### src/rtl/tri_port_exchanger.sv
module tri_port_exchanger #(
  parameter int W = 12
) (
  input  logic         clk,
  input  logic         rst_n,
  input  logic [W-1:0] a_in,
  output logic [W-1:0] a_out,
  output logic         a_drv,
  input  logic [W-1:0] b1_in,
  output logic [W-1:0] b1_out,
  output logic         b1_drv,
  input  logic [W-1:0] b2_in,
  output logic [W-1:0] b2_out,
  output logic         b2_drv,
  input  logic         a2b1_open,
  input  logic         a2b2_open,
  input  logic         b12a_open,
  input  logic         b22a_open,
  input  logic         pick_b1,
  input  logic         a_oe_n,
  input  logic         b1_oe_n,
  input  logic         b2_oe_n
);
  localparam int LANES = 4;

  logic [W-1:0] lane_d [LANES];
  logic [W-1:0] lane_q [LANES];
  logic [W-1:0] lane_y [LANES];
  logic         lane_en[LANES];

  assign lane_d[0] = a_in;  assign lane_en[0] = a2b1_open;
  assign lane_d[1] = a_in;  assign lane_en[1] = a2b2_open;
  assign lane_d[2] = b1_in; assign lane_en[2] = b12a_open;
  assign lane_d[3] = b2_in; assign lane_en[3] = b22a_open;

  for (genvar g = 0; g < LANES; g++) begin : g_lane
    always_ff @(posedge clk or negedge rst_n) begin
      if (!rst_n)           lane_q[g] <= '0;
      else if (lane_en[g])  lane_q[g] <= lane_d[g];
    end
    assign lane_y[g] = lane_en[g] ? lane_d[g] : lane_q[g];
  end

  assign b1_out = lane_y[0];
  assign b2_out = lane_y[1];
  assign a_out  = pick_b1 ? lane_y[2] : lane_y[3];

  assign a_drv  = ~a_oe_n;
  assign b1_drv = ~b1_oe_n;
  assign b2_drv = ~b2_oe_n;
endmodule


### config.mk
export PLATFORM = sky130hd
export DESIGN_NAME = tri_port_exchanger
export DESIGN_NICKNAME = d
export VERILOG_FILES = /design/src/rtl/tri_port_exchanger.sv
export SDC_FILE = /design/constraint.sdc
export NUM_CORES = 1
export LEC_CHECK = 0
export BUFFER_PORTS_ARGS = -buffer_cell sky130_fd_sc_hd__buf_4
export CAP_MARGIN = 25
export CORE_MARGIN = 5
export CORE_UTILIZATION = 40
export CTS_CLUSTER_DIAMETER = 200
export CTS_CLUSTER_SIZE = 8
export DETAILED_ROUTE_END_ITERATION = 7
export GPL_TIMING_DRIVEN = 1
export PLACE_DENSITY_LB_ADDON = 0.2
export SYNTH_ARGS = -nofsm -noshare
export SYNTH_HDL_FRONTEND = slang
export SYNTH_SLANG_ARGS = --single-unit
### constraint.sdc
create_clock -name clk -period 1.8 [get_ports clk]
set_input_delay 0.09 -clock clk [delete_from_list [all_inputs] [get_ports clk]]
set_output_delay 0.09 -clock clk [all_outputs]
set_load 0.005 [all_outputs]
==> results_tabular.tex <==
\begin{tabular}{lr}
\hline
Metric & Value \\
\hline
\multicolumn{2}{l}{\textbf{CTS}} \\
CTS Root Buffer Type & sky130\_fd\_sc\_hd\_\_clkbuf\_8 \\
Worst skew pair latency & 0.29 ns \\
Level count of the clock H-tree & 2 \\
CTS sink cnt & 48 \\
Hold buffer count at cts & 1 \\
Post-CTS clock slew at the launch and capture registers of the worst setup and hold paths & 0.08 ns \\
Clock Tree Buf Depth & 2 \\
TritonCTS clock tree & yes \\
Number of post-CTS setup repair buffers & 0 \\
TritonCTS buffer count & 5 \\
Number of resized instances in the post-cts repair step & 0 \\
\multicolumn{2}{l}{\textbf{STA}} \\
Setup repair after global routing missed its margin & no \\
Total negative slack for setup checks & 0 ns \\
Final Setup Violations & 0 \\
Actual slew at the worst max-slew pin & 0.6044 ns \\
Clock skew & 0 ns \\
Post-route fraction of the period consumed by the critical path & 79.95\% \\
Top achievable clock speed & 694.9 MHz \\
Shortest clock period the worst path allows after layout & 1.439 ns \\
Slew HR & between 50\% and 60\% \\
Hold Fails Final Rpt & 0 \\
Number of slew-limit violations in the final report & 0 \\
\multicolumn{2}{l}{\textbf{Detailed routing}} \\
Detailed Route WL & 4632 um \\
Number of vias after detailed routing & 1270 \\
Antenna-violating nets left & 0 \\
Routed length per placed instance & 16.78 um \\
Vias per cell & 4.601 \\
TritonRoute pass-1 iters & 4 \\
DRC violation count after routing & 0 \\
Initial DRC count & 18 \\
\multicolumn{2}{l}{\textbf{Global routing}} \\
Total overflow reported by the global router & 0 \\
Antenna violations before repair & 0 \\
Via count of the first global-routing pass & 1517 \\
Global-route wire length before repair & 7803 um \\
GRT Total Usage & 13.89\% \\
Maximum number of pins on one net before global-route repair & 49 \\
\multicolumn{2}{l}{\textbf{Logic synthesis}} \\
Count of distinct cell types in the synthesized netlist & 7 \\
Gate count of the mapped netlist & 140 \\
Mean instance size in the synthesized netlist & 15.60 um2 \\
Synth Area in Adders & 0\% \\
Simple-Gate Fraction of Synth Area & 0\% \\
Largest area contributor in the synthesized netlist & sky130\_fd\_sc\_hd\_\_dfrtp\_1 \\
Sequential element share of the synthesized area & 54.98\% \\
Top cells by area, synth & sky130\_fd\_sc\_hd\_\_dfrtp\_1 (55\%), sky130\_fd\_sc\_hd\_\_mux2\_2 (20\%), sky130\_fd\_sc\_hd\_\_mux2\_4 (14\%), sky130\_fd\_sc\_hd\_\_buf\_4 (8.2\%), sky130\_fd\_sc\_hd\_\_buf\_6 (1.0\%) \\
Dominant combinational cell family by area after synthesis & multiplexers \\
Multiplexer share of the synthesized area & about 35\% \\
Yosys Warn Count & 0 \\
Total nets after synthesis & between 150 and 200 \\
Netlist area before placement & between 0.002 and 0.0025 mm2 \\
FF+latch count, synth & 48 \\
Share of the synthesized area in the top cell type & 54.98\% \\
Fraction of synthesized cell area in xor and xnor cells & 0\% \\
Area fraction in compound gates after synthesis & 0\% \\
\multicolumn{2}{l}{\textbf{Power}} \\
Power after layout & 2.368 mW \\
Static leakage & roughly 1.4 nW \\
Power per Cell Area & 849.3 mW/mm2 \\
Maximum vdd drop & 354.9 uV \\
\multicolumn{2}{l}{\textbf{Floorplan}} \\
Overall die area & 0.007039 mm2 \\
Die Height & 83.90 um \\
Top Ports & 85 \\
Effective utilization at floorplan & approximately two fifths \\
Core region area & 0.005405 mm2 \\
Number of placement rows & 27 \\
Die X & 83.90 um \\
\multicolumn{2}{l}{\textbf{Setup path}} \\
CP required & $\sim$1.7 ns \\
Max incr delay on CP & approximately 0.38 ns \\
Slowest CP cell & sky130\_fd\_sc\_hd\_\_dfrtp\_1 \\
Cell type group with the largest total delay on the critical path & multiplexers \\
Reg-to-reg startpoint & lane\_q[25]\$\_DFF\_PN0\_ \\
Arrival time reported for the critical path endpoint & 1.35 ns \\
Endpoint kind of the worst setup timing path & output port \\
Number of buffers and inverters on the critical path & 1 \\
Type of origin of the critical path & flip-flop \\
Cell chain of the critical path & mux2\_4 > mux2\_2 > buf\_4 \\
Start point of the critical path & lane\_q[18]\$\_DFF\_PN0\_ \\
Setup Crit Path Kind & flip-flop to output port \\
Maximum fanout along the worst path & 2 \\
\multicolumn{2}{l}{\textbf{Cells and area}} \\
Post-synthesis to final-layout area growth & 27.61\% \\
Highest-count cells in the layout ignoring fill and taps & sky130\_fd\_sc\_hd\_\_buf\_4 (84), sky130\_fd\_sc\_hd\_\_dfrtp\_1 (48), sky130\_fd\_sc\_hd\_\_mux2\_2 (39), sky130\_fd\_sc\_hd\_\_mux2\_4 (21), sky130\_fd\_sc\_hd\_\_clkbuf\_8 (6) \\
Biggest regs & lane\_q: 48 flops \\
Post-layout nets & 249 \\
Register area & $\sim$0.0012 mm2 \\
Fraction of layout instances using a drive strength above 1 & between 70\% and 80\% \\
Commonest non-fill, non-tap cell in the layout & sky130\_fd\_sc\_hd\_\_buf\_4 \\
Register containing the most flip-flops in the final layout & lane\_q \\
Flip-flop count of the largest register, all copies and words added & 48 \\
Multi-input gate area & $\sim$750 um2 \\
Filler instances & 477 \\
N\_diodes & 0 \\
\multicolumn{2}{l}{\textbf{Placed design}} \\
Gp weighted congestion & 0.7339 \\
Number of buffers inserted by port buffering & 84 \\
Detailed placement HPWL & around 3500 um \\
\multicolumn{2}{l}{\textbf{Min path}} \\
Type of the tightest min-delay check & input port to flip-flop \\
Startpoint of the worst hold path & b2\_in[3] \\
\multicolumn{2}{l}{\textbf{Run status}} \\
Status & finished, final reports clean \\
\multicolumn{2}{l}{\textbf{Flow run}} \\
Reported max-cap violation count & 0 \\
\hline
\end{tabular}
## path summary, 6_finish.rpt
kind	end	slack, ns	depth (start not counted)
min in group asynchronous	lane_q[43]$_DFF_PN0_	0.35	2
min reg2reg	lane_q[21]$_DFF_PN0_	0.50	1
max reg2reg	lane_q[25]$_DFF_PN0_	1.03	1
min	lane_q[3]$_DFF_PN0_	0.03	2
max	a_out[6]	0.36	3
max in group asynchronous	lane_q[41]$_DFF_PN0_	1.04	2
## cells by family (layout without fill, tap and decap cells)
| kind of cell | after synthesis | count (layout) |
|---|---|---|
| mux | 60 | 60 |
| flops | 48 | 48 |
| buf+inv | 32 | 96 |
## cell usage after synthesis
cell	n
sky130_fd_sc_hd__mux2_4	21
sky130_fd_sc_hd__buf_2	3
sky130_fd_sc_hd__dfrtp_1	48
sky130_fd_sc_hd__buf_4	24
sky130_fd_sc_hd__buf_6	2
sky130_fd_sc_hd__inv_1	3
sky130_fd_sc_hd__mux2_2	39
## area by class of cell
type,instances,area share [%]
Sequential cell,48,43.09
Timing Repair Buffer,85,22.98
Tap cell,72,3.232
Multi-Input combinational cell,60,27.06
Inverter,3,0.4040
Clock buffer,8,3.232
## report_power, final
part | internal (mW) | switching (mW) | total [mW]
clock | 0.314 | 0.329 | 0.642
sequential | 1.18 | 0.0310 | 1.21
combinational | 0.324 | 0.187 | 0.511
total | 1.82 | 0.546 | 2.37
## layer usage
metal  GRT usage, %  vias up  wire (um)
met3          5.429        2        340
met2          23.57       50       2335
met5              0        -          0
li1               -      577          -
met4          2.778        0         10
met1          16.77      641       1946
## metrics by stage
step	hold slack, ns	util (%)	setup slack (ns)	instances	cell area, um2
2_1_floorplan	-0.2056	-	0.8476	140	2185
6_report	0.03417	51.57	0.3609	276	2788
4_1_cts	0.02402	51.57	0.3432	276	2788
3_5_place_dp	0.1451	49.72	0.5976	267	2688
3_3_place_gp	0.1174	49.72	0.6228	267	2688
5_1_grt	0.02292	51.57	0.3073	276	2788
(Power assumes the default switching activity.)
